$ cat config.mk
export PLATFORM = sky130hd
export DESIGN_NAME = ivu_tracker
export DESIGN_NICKNAME = d
export VERILOG_FILES = /design/src/rtl/ivt_pkg.sv /design/src/rtl/ivt_xdecode.sv /design/src/rtl/ivt_fsm.sv /design/src/rtl/ivt_pulse.sv /design/src/rtl/ivu_tracker.sv
export SDC_FILE = /design/constraint.sdc
export NUM_CORES = 1
export LEC_CHECK = 0
export ABC_AREA = 1
export BUFFER_PORTS_ARGS = -buffer_cell sky130_fd_sc_hd__buf_2
export CAP_MARGIN = 10
export CORE_AREA = 4 4 41 43
export CTS_CLUSTER_DIAMETER = 200
export DETAILED_ROUTE_END_ITERATION = 12
export DIE_AREA = 0 0 45 47
export PLACE_DENSITY = 0.49
export SETUP_SLACK_MARGIN = 0.02
export SLEW_MARGIN = 0
export SYNTH_ARGS = -nofsm -noshare
export SYNTH_HDL_FRONTEND = slang
export SYNTH_SLANG_ARGS = --single-unit
export TNS_END_PERCENT = 10
$ cat constraint.sdc
create_clock -name clk -period 3.5 [get_ports clk]
set_clock_uncertainty 0.2 [all_clocks]
set_input_delay 0.875 -clock clk [delete_from_list [all_inputs] [get_ports clk]]
set_output_delay 0.875 -clock clk [all_outputs]
set_load 0.01 [all_outputs]
$ cat src/rtl/ivt_pkg.sv
package ivt_pkg;

   typedef enum logic [1:0] {
      ST_IDLE = 2'd0,
      ST_WAIT = 2'd1,
      ST_SVC  = 2'd2
   } ivt_state_e;

   typedef struct packed {
      logic cancel;
      logic keep;
   } xreq_ev_t;

   localparam int unsigned PULSE_W = 4;

endpackage

$ cat src/rtl/ivt_xdecode.sv
module ivt_xdecode
   import ivt_pkg::*;
#(
   parameter bit KEEP_POL = 1'b1
) (
   input  logic     valid_i,
   input  logic     keep_i,
   output xreq_ev_t ev_o
);

   logic keep_raw;

   generate
      if (KEEP_POL) begin : g_pos
         assign keep_raw = keep_i;
      end else begin : g_neg
         assign keep_raw = ~keep_i;
      end
   endgenerate

   always_comb begin
      ev_o.keep   = valid_i &  keep_raw;
      ev_o.cancel = valid_i & ~keep_raw;
   end

endmodule

$ cat src/rtl/ivt_fsm.sv
module ivt_fsm
   import ivt_pkg::*;
(
   input  logic       clk,
   input  logic       rst_n,
   input  logic       issue_i,
   input  logic       ack_i,
   input  logic       err_i,
   input  xreq_ev_t   ev_i,
   input  logic       xdone_i,
   output ivt_state_e st_o,
   output logic       done_ev_o,
   output logic       fail_ev_o,
   output logic       replay_ev_o,
   output logic       viol_ev_o
);

   ivt_state_e st, nxt;
   logic       comp;

   assign comp = ack_i | err_i;

   always_comb begin
      nxt         = st;
      done_ev_o   = 1'b0;
      fail_ev_o   = 1'b0;
      replay_ev_o = 1'b0;
      viol_ev_o   = 1'b0;
      unique case (st)
         ST_IDLE: begin
            viol_ev_o = comp;
            if (issue_i) nxt = ST_WAIT;
         end
         ST_WAIT, ST_SVC: begin
            if (comp) begin
               nxt       = ST_IDLE;
               done_ev_o = ack_i & ~err_i;
               fail_ev_o = err_i;
               viol_ev_o = ack_i & err_i;
            end else if (st == ST_WAIT) begin
               if (ev_i.cancel) begin
                  nxt         = ST_IDLE;
                  replay_ev_o = 1'b1;
               end else if (ev_i.keep) begin
                  nxt = ST_SVC;
               end
            end else if (xdone_i) begin
               nxt = ST_WAIT;
            end
         end
         default: nxt = ST_IDLE;
      endcase
   end

   always_ff @(posedge clk or negedge rst_n) begin
      if (!rst_n) st <= ST_IDLE;
      else        st <= nxt;
   end

   assign st_o = st;


   issue_pending_ignored_chk: assert property (@(posedge clk) disable iff (!rst_n)
      (st != ST_IDLE && issue_i && !comp && !ev_i.cancel) |=> (st != ST_IDLE));


   svc_holds_chk: assert property (@(posedge clk) disable iff (!rst_n)
      (st == ST_SVC && !comp && !xdone_i) |=> (st == ST_SVC));

endmodule

$ cat src/rtl/ivt_pulse.sv
module ivt_pulse #(
   parameter int unsigned W = 4
) (
   input  logic         clk,
   input  logic         rst_n,
   input  logic [W-1:0] d_i,
   output logic [W-1:0] q_o
);

   if (W < 1) begin : g_bad_w
      $error("ivt_pulse: W must be at least 1");
   end

   always_ff @(posedge clk or negedge rst_n) begin
      if (!rst_n) q_o <= '0;
      else        q_o <= d_i;
   end

endmodule

$ cat src/rtl/ivu_tracker.sv
module ivu_tracker
   import ivt_pkg::*;
#(
   parameter bit KEEP_POL = 1'b1
) (
   input  logic clk,
   input  logic rst_n,
   input  logic issue_i,
   input  logic ack_i,
   input  logic err_i,
   input  logic xreq_valid_i,
   input  logic xreq_keep_i,
   input  logic xreq_done_i,
   output logic stall_o,
   output logic replay_o,
   output logic done_o,
   output logic fail_o,
   output logic viol_o
);

   xreq_ev_t             ev;
   ivt_state_e           st;
   logic                 done_ev, fail_ev, replay_ev, viol_ev;
   logic [PULSE_W-1:0]   pulse_q;

   ivt_xdecode #(.KEEP_POL(KEEP_POL)) u_dec (
      .valid_i (xreq_valid_i),
      .keep_i  (xreq_keep_i),
      .ev_o    (ev)
   );

   ivt_fsm u_fsm (
      .clk         (clk),
      .rst_n       (rst_n),
      .issue_i     (issue_i),
      .ack_i       (ack_i),
      .err_i       (err_i),
      .ev_i        (ev),
      .xdone_i     (xreq_done_i),
      .st_o        (st),
      .done_ev_o   (done_ev),
      .fail_ev_o   (fail_ev),
      .replay_ev_o (replay_ev),
      .viol_ev_o   (viol_ev)
   );

   ivt_pulse #(.W(PULSE_W)) u_pulse (
      .clk   (clk),
      .rst_n (rst_n),
      .d_i   ({viol_ev, replay_ev, fail_ev, done_ev}),
      .q_o   (pulse_q)
   );

   assign stall_o  = (st != ST_IDLE);
   assign done_o   = pulse_q[0];
   assign fail_o   = pulse_q[1];
   assign replay_o = pulse_q[2];
   assign viol_o   = pulse_q[3];


   stall_rise_src_chk: assert property (@(posedge clk) disable iff (!rst_n)
      $rose(stall_o) |-> $past(issue_i));


   replay_drop_chk: assert property (@(posedge clk) disable iff (!rst_n)
      replay_o |-> (!stall_o && $past(stall_o)));


   viol_src_chk: assert property (@(posedge clk) disable iff (!rst_n)
      viol_o |-> $past(ack_i || err_i));


   outcome_excl_chk: assert property (@(posedge clk) disable iff (!rst_n)
      $countones({done_o, fail_o, replay_o}) <= 1);


   stall_fall_cause_chk: assert property (@(posedge clk) disable iff (!rst_n)
      $fell(stall_o) |-> (done_o || fail_o || replay_o));

endmodule

## Word-level counts from Yosys, hierarchy flattened

Cells that the tools add are included.

| storage, ports and cells | value |
|---|---|
| flip-flop bits (word level) | 6 |
| input bits | 8 |
| output and inout bits | 5 |
| logic and storage cells | 35 |

| operators by class | value |
|---|---|
| eq/ne operators | 5 |
| muxes and demuxes | 17 |
| bitwise gates (word level) | 7 |
| reductions and logical operators | 4 |

Operators by type and width:

| operator | number |
|---|---|
| 2-to-1 mux 2 bit | 6 |
| 2-to-1 mux 1 bit | 9 |
| inequality test 5 x 4 -> 1 bit, second input constant | 1 |
| bitwise AND 1 bit | 4 |
| inequality test 4 x 2 -> 1 bit, second input constant | 1 |
| case mux 2 bit (2 select lines) | 1 |
| AND reduction 3 bit | 1 |
| equality test 2 x 1 -> 1 bit, second input constant | 1 |
| equality test 2 bit, second input constant | 1 |
| zero test 2 bit | 1 |
| inequality test 2 bit, second input constant | 1 |
| inverter 1 bit | 2 |
| case mux 1 bit (2 select lines) | 1 |
| nonzero test 2 bit | 1 |
| OR reduction 2 bit | 1 |
| bitwise OR 1 bit | 1 |

## Longest topological paths before layout

Gate-level depths: netlist (run 1).

| logic depth | value |
|---|---|
| word-level depth | 6 |
| gate-level depth with buffers | 9 |
| gate-level depth less buffers | 9 |

## Cells and area by module

A second synthesis (run 1) with hierarchy kept.

| unflattened totals | value |
|---|---|
| cells, all modules | 60 |
| area total of the unflattened synthesis | 400.4 µm² |

By module, submodules not included:

| module | times used | cells each | area each (µm²) | seq. area each (µm²) |
|---|---|---|---|---|
| ivt_fsm | 1 | 49 | 271.5 | 50.0 |
| ivt_pulse | 1 | 4 | 100.1 | 100.1 |
| ivt_xdecode | 1 | 4 | 17.5 | 0.0 |
| ivu_tracker | 1 | 3 | 11.3 | 0.0 |

## Least setup slack after synthesis (run 1)

OpenSTA, ideal clock, no wires.

| timing path | value |
|---|---|
| kind | register to output |
| from | register u_fsm.st[0], in the netlist u_fsm.st_o[0] |
| to | output stall_o |
| arrival time | 0.693 ns |
| data required time | 2.425 ns |
| setup slack | 1.732 ns |
| cell stages (with the launch flop) | 4 |
| buffers on the path | 0 |
| cell sequence | dfrtp_1 > inv_1 > ha_1 > inv_2 |

| between the ends | value |
|---|---|
| cells in the longest elaborated chain, start to end | 1 |

RTL lines:

| element | RTL line | RTL |
|---|---|---|
| from (decl) | ivt_fsm.sv:18 | `ivt_state_e st, nxt;` |
| from (signal assigned) | ivt_fsm.sv:57 | `else st <= nxt;` |
| nonzero test 2 bit | ivu_tracker.sv:54 | `assign stall_o = (st != ST_IDLE);` |
| to (decl) | ivu_tracker.sv:14 | `output logic stall_o,` |

Every way passes these cells.

## Final worst setup path (run 1)

Ends and elaborated chain as after synthesis.

==> out/results.ini, run 1 <==
[yosys]
syn_nets=62
yosysSeqAreaShare_pct=39.2
ys_ff_latch=6
ys.warnings.count=0
syn-instance-count=51
netlist_area_um2=383
post_synth_num_cell_types=13
synth_area_per_cell_um2=7.51

[routing]
wirelength_um=739
ant_nets=0
drc=0
wl_per_cell_um=9.12
drt_iter0_drc=3
routed_via_density=4.35
vias=352
dr.pass1.iters=4

[timing]
tns_ns=0
period_share_pct=62.1
layout_min_cycle_time_ns=2.17
hold_viol=0
fmaxAchievable_mhz=460
grt_setup_unrepaired=no
slew_headroom_pct=87.7
setup_viol=0
slew_violations=0
tightest_slew_ns=0.183

[setup_path]
r2r.worst_path.cells=8
crit_fanout=4
crit_arrival_ns=1.10
worstSetupStartpoint=u_fsm.st_o[0]
max_stage_delay_ns=0.38
crit_path_end_kind=output pin
worstSetupPathType=reg -> out
r2r_start=u_fsm.st_o[0]
crit_chain=inv_1 > ha_1 > inv_2 > buf_2
crit_required_ns=2.42
critPathSlowestCell=dfrtp_1
start_kind=register

[floorplan]
die-width_um=45
placementRows=13
die-area_um2=2120
die_h_um=47
initial_core_util_pct=29.4
ioPinCount=13
fp.coreArea_um2=1300

[pwr]
p_leak_nw=0.280
peakVddDrop_uv=234
p_per_area_nw_per_um2=680

[clock_network]
cts-htree-levels=1
cts_sinks=6
cts_resized=0
cts_setup_buffers=0
holdBufCountCts=0
clk_latency_ns=0.24
cts-root-buf=clkbuf_4
numCtsBuffers=3
cts.path.max_buffers=2
path_clk_slew_ns=0.05
cts_tree=built

[cells_and_area]
final_cell_mix=15 x nand2_1, 12 x buf_2, 8 x inv_1
num_antenna_cells=0
design_area_um2=484
n_fill_cell=159
layout-drive-gt1-share_pct=37.9
final_common_cell=nand2_1
area_growth_pct=26.5
num-nets-final=79

[global_route]
grtUsageTotal_pct=9.19
antenna_found_initial=0
grt_pass1_wl_um=1300
grt_pass1_vias=352
overflow=0
grt_max_degree=7

[placement]
hpwl_um=646
numPortBuffers=12
placed_area_um2=462
gp_congestion=0.742

[job]
maxCapViolCount=0

[min_path]
hp-class=in -> async

[status]
status=finished, final reports clean

[metal layers]
metal	vias to the layer above	global-route usage (%)	wire, µm
li1	182	-	-
met1	155	9.40	340
met2	13	13.6	313
met3	2	4.60	72
met4	0	8.77	12
met5	-	0	0
[final cells by class]
| type | instances | area [µm²] | share of cell area, % |
|---|---|---|---|
| well taps | 15 | 18.8 | 3.88 |
| flip-flops and latches | 6 | 150 | 31.0 |
| multi-input cells | 33 | 188 | 38.8 |
| clock buffers | 3 | 22.5 | 4.65 |
| inverters | 12 | 45.0 | 9.30 |
| repair buffers | 12 | 60.1 | 12.4 |
[sequential cells by signal (all words and copies together), names as in the netlist]
| register | count |
|---|---|
| u_fsm.st_o | 2 |
| u_pulse.q_o | 4 |
[path summary, 6_finish.rpt]
check,slack [ns],endpoint
worst max-delay path,1.33,stall_o
worst min-delay path,0.25,u_pulse.q_o[3]
worst max register to register,1.96,u_fsm.st_o[0]
worst min register to register,0.30,u_fsm.st_o[1]
max in group asynchronous,2.70,u_pulse.q_o[1]
min in group clk,0.30,u_fsm.st_o[1]
[critical path: cells and delay by family, from the launching register on]
kind / cells / cell delay (ns)
buf+inv: 3 / 0.27
fa+ha+maj: 1 / 0.20
flops: 1 / 0.38
[cell usage after synthesis, drive strengths merged]
library cell | instances | share of area, %
nand2 | 15 | 15
inv | 12 | 12
nand3 | 3 | 3.9
o22ai | 1 | 1.6
nor2 | 8 | 12
dfrtp | 6 | 39
a21oi | 1 | 2.3
or2 | 1 | 1.6
nor4 | 1 | 3.3
ha | 3 | 9.8
[stage by stage]
step	cells	setup WS, ns	hold slack [ns]	power, W	utilization, %
detailed placement	78	1.59	0.298	0.000270	35.5
global placement	78	1.60	0.301	0.000271	35.5
CTS	81	1.31	0.239	0.000337	37.2
finish	81	1.33	0.249	0.000329	37.2
floorplan	51	1.73	0.274	0.000224	-
global route	81	1.23	0.234	0.000368	37.2
[cell families after synthesis]
| logic type | Yosys count | share of synthesized area, % |
|---|---|---|
| buffers and inverters | 12 | 11.8 |
| adders and majority gates | 3 | 9.80 |
| DFF | 6 | 39.2 |
| and+or+nand+nor | 28 | 35.3 |
| AOI/OAI and AO/OA | 2 | 3.92 |
[where the power goes]
group           total, W  switching (W)  internal (W)
logic           0.000168       0.000104     0.0000638
clock network  0.0000616      0.0000230     0.0000387
registers      0.0000998     0.00000972     0.0000901
total           0.000329       0.000137      0.000192
(Power assumes the default switching activity.)
==> inputs of run 2 (changes only) <==
--- a/config.mk
+++ b/config.mk
@@ -12,7 +12,7 @@
 export CTS_CLUSTER_DIAMETER = 200
 export DETAILED_ROUTE_END_ITERATION = 12
 export DIE_AREA = 0 0 45 47
-export PLACE_DENSITY = 0.49
+export PLACE_DENSITY = 0.5
 export SETUP_SLACK_MARGIN = 0.02
 export SLEW_MARGIN = 0
 export SYNTH_ARGS = -nofsm -noshare
==> constraint.sdc (replaced) <==
create_clock -name clk -period 1.8 [get_ports clk]
set_clock_uncertainty 0.2 [all_clocks]
set_input_delay 0.45 -clock clk [delete_from_list [all_inputs] [get_ports clk]]
set_output_delay 0.45 -clock clk [all_outputs]
set_load 0.01 [all_outputs]
==> run 2 against run 1 <==
  * Combinational power grew 110%
  * Setup slack lost 1.2 ns
  * Die area is the same
  * Worst hold slack lost 0.017 ns
  * Sequential share of layout area shrank 1.5 points
  * Register-to-register slack lost 1.7 ns
  * Routed wire length shrank 3.1%
  * Clock-buffer cell count is the same
  * Non-clock buffer count grew 3
  * Largest cell class unchanged
==> out/results.ini, run 2 (same netlist as run 1, synthesis figures left out) <==
[timing]
slew_headroom_pct=87.9  ; +0.16 points
setup_viol=0  ; unchanged
slew_violations=0  ; unchanged
hold_viol=0  ; unchanged
period_share_pct=94.0
grt_setup_unrepaired=no
timing.hold.ws_ns=0.232  ; -0.0167 ns
fmaxAchievable_mhz=591
layout_min_cycle_time_ns=1.69
tns_ns=0  ; unchanged
tightest_slew_ns=0.181  ; -0.00236 ns

[floorplan]
placementRows=13  ; unchanged
die-width_um=45  ; unchanged
die_h_um=47  ; unchanged
die-area_um2=2120  ; unchanged
initial_core_util_pct=29.4  ; unchanged
fp.coreArea_um2=1300  ; unchanged
ioPinCount=13  ; unchanged

[clock_network]
cts.path.max_buffers=2  ; unchanged
cts_resized=0  ; unchanged
numCtsBuffers=3  ; unchanged
path_clk_slew_ns=0.04  ; about the same
clk_latency_ns=0.24  ; about the same
cts-htree-levels=1  ; unchanged
cts_tree=built
cts-root-buf=clkbuf_4
cts_sinks=6  ; unchanged

[cells_and_area]
final_common_cell=nand2_1
seq_area_um2=150  ; unchanged
n_fill_cell=157  ; -1.3%
area_growth_pct=33.0
layout-drive-gt1-share_pct=39.1  ; +1.3 points
num_antenna_cells=0  ; unchanged
num-nets-final=82  ; +3.8%
largest_reg_flops=4  ; unchanged
final_cell_mix=15 x nand2_1, 12 x buf_2, 8 x inv_1
regMostFlops=u_pulse.q_o
multi_input_area_um2=188  ; unchanged

[routing]
wirelength_um=716  ; -3.1%
drt_iter0_drc=5  ; +2
dr.pass1.iters=3  ; -1
wl_per_cell_um=8.52  ; -6.6%
ant_nets=0  ; unchanged
routed_via_density=4.08  ; -6.0%
drc=0  ; unchanged
vias=343  ; -2.6%

[min_path]
hold_end=u_pulse.q_o[2]
hold_depth=2
hp-start=ack_i
hp-class=in -> reg

[setup_path]
r2r_slack_ns=0.31  ; -1.65 ns
worstSetupPathType=reg -> out
crit_chain=inv_1 > ha_1 > inv_2 > buf_2
r2r_start=u_fsm.st_o[0]
crit_family=flip-flops
r2r_end=u_fsm.st_o[1]
crit_fanout=3  ; -1
path_buf_inv=3  ; unchanged
crit_required_ns=1.15  ; -1.27 ns
max_stage_delay_ns=0.37  ; about the same
start_kind=register
r2r.worst_path.cells=8  ; unchanged
crit_path_end_kind=output pin
critPathSlowestCell=dfrtp_1
crit_arrival_ns=1.04  ; -0.06 ns

[global_route]
grtUsageTotal_pct=8.49  ; -0.70 points
antenna_found_initial=0  ; unchanged
overflow=0  ; unchanged
grt_pass1_vias=313  ; -11%
grt_pass1_wl_um=1260  ; -3.8%
grt_max_degree=7  ; unchanged

[placement]
numPortBuffers=12  ; unchanged
hpwl_um=643  ; -0.48%
gp_congestion=0.763  ; +2.9%

[job]
maxCapViolCount=0  ; unchanged

[pwr]
p_leak_nw=0.294  ; +4.9%
p_per_area_nw_per_um2=1310  ; +93%
peakVddDrop_uv=432  ; +85%

[status]
status=finished, final reports clean

==> run 2: cell count changes in the layout (fill, tap and decap cells not counted) <==
cell	delta
buf_4	+2
dlygate4sd3_1	+1
==> run 2: layer usage <==
layer / vias to the layer above / track usage, % / part of all wire, %
li1: 190 / - / -
met1: 142 / 10.1 / 45
met2: 11 / 12.7 / 46
met3: 0 / 2.30 / 8.9
met4: 0 / 7.02 / 0
met5: - / 0 / 0
==> run 2: area by class of cell <==
| type | instances | area share, % |
|---|---|---|
| clock buffer | 3 | 4.42 |
| inverter | 12 | 8.85 |
| multi-input combinational | 33 | 36.9 |
| sequential | 6 | 29.5 |
| tap | 15 | 3.69 |
| timing repair buffer | 15 | 16.7 |
==> run 2: worst max-delay path by stage <==
stage	from	to	cells after the start
finish	u_fsm.st_o[1]	stall_o	4
floorplan	u_fsm.st_o[0]	u_fsm.st_o[0]	8
global route	u_fsm.st_o[1]	stall_o	4
global placement	u_fsm.st_o[0]	stall_o	4
detailed placement	u_fsm.st_o[0]	stall_o	4
CTS	u_fsm.st_o[0]	stall_o	4
==> run 2: what timing repair did <==
action	in CTS	in global routing
hold endpoints to repair	6	0
hold buffers	1	0
buffers inserted	0	2
setup endpoints to repair	0	1
==> run 2: worst reg2reg max path: cells and delay by family, from the launching register on <==
family / cells / cell delay, ns
adders and majority gates: 1 / 0.23
and+or+nand+nor: 5 / 0.34
DFF: 1 / 0.39
buffers and inverters: 2 / 0.22
==> run 2: through the flow <==
| step | total power, W | instances | cell area (µm²) | util [%] | setup slack [ns] |
|---|---|---|---|---|---|
| floorplan | 0.000435 | 51 | 383 | - | 0.408 |
| global route | 0.000737 | 84 | 509 | 39.1 | 0.0342 |
| CTS | 0.000652 | 82 | 494 | 38.0 | 0.0296 |
| global placement | 0.000528 | 78 | 462 | 35.5 | 0.285 |
| finish | 0.000667 | 84 | 509 | 39.1 | 0.107 |
| detailed placement | 0.000528 | 78 | 462 | 35.5 | 0.293 |
==> run 2: power by group <==
part / internal, W / total, W / leakage [nW] / switching, W
Clock: 0.0000749 / 0.000115 / 0.0138 / 0.0000406
Combinational: 0.000153 / 0.000359 / 0.202 / 0.000206
Sequential: 0.000175 / 0.000193 / 0.0780 / 0.0000175
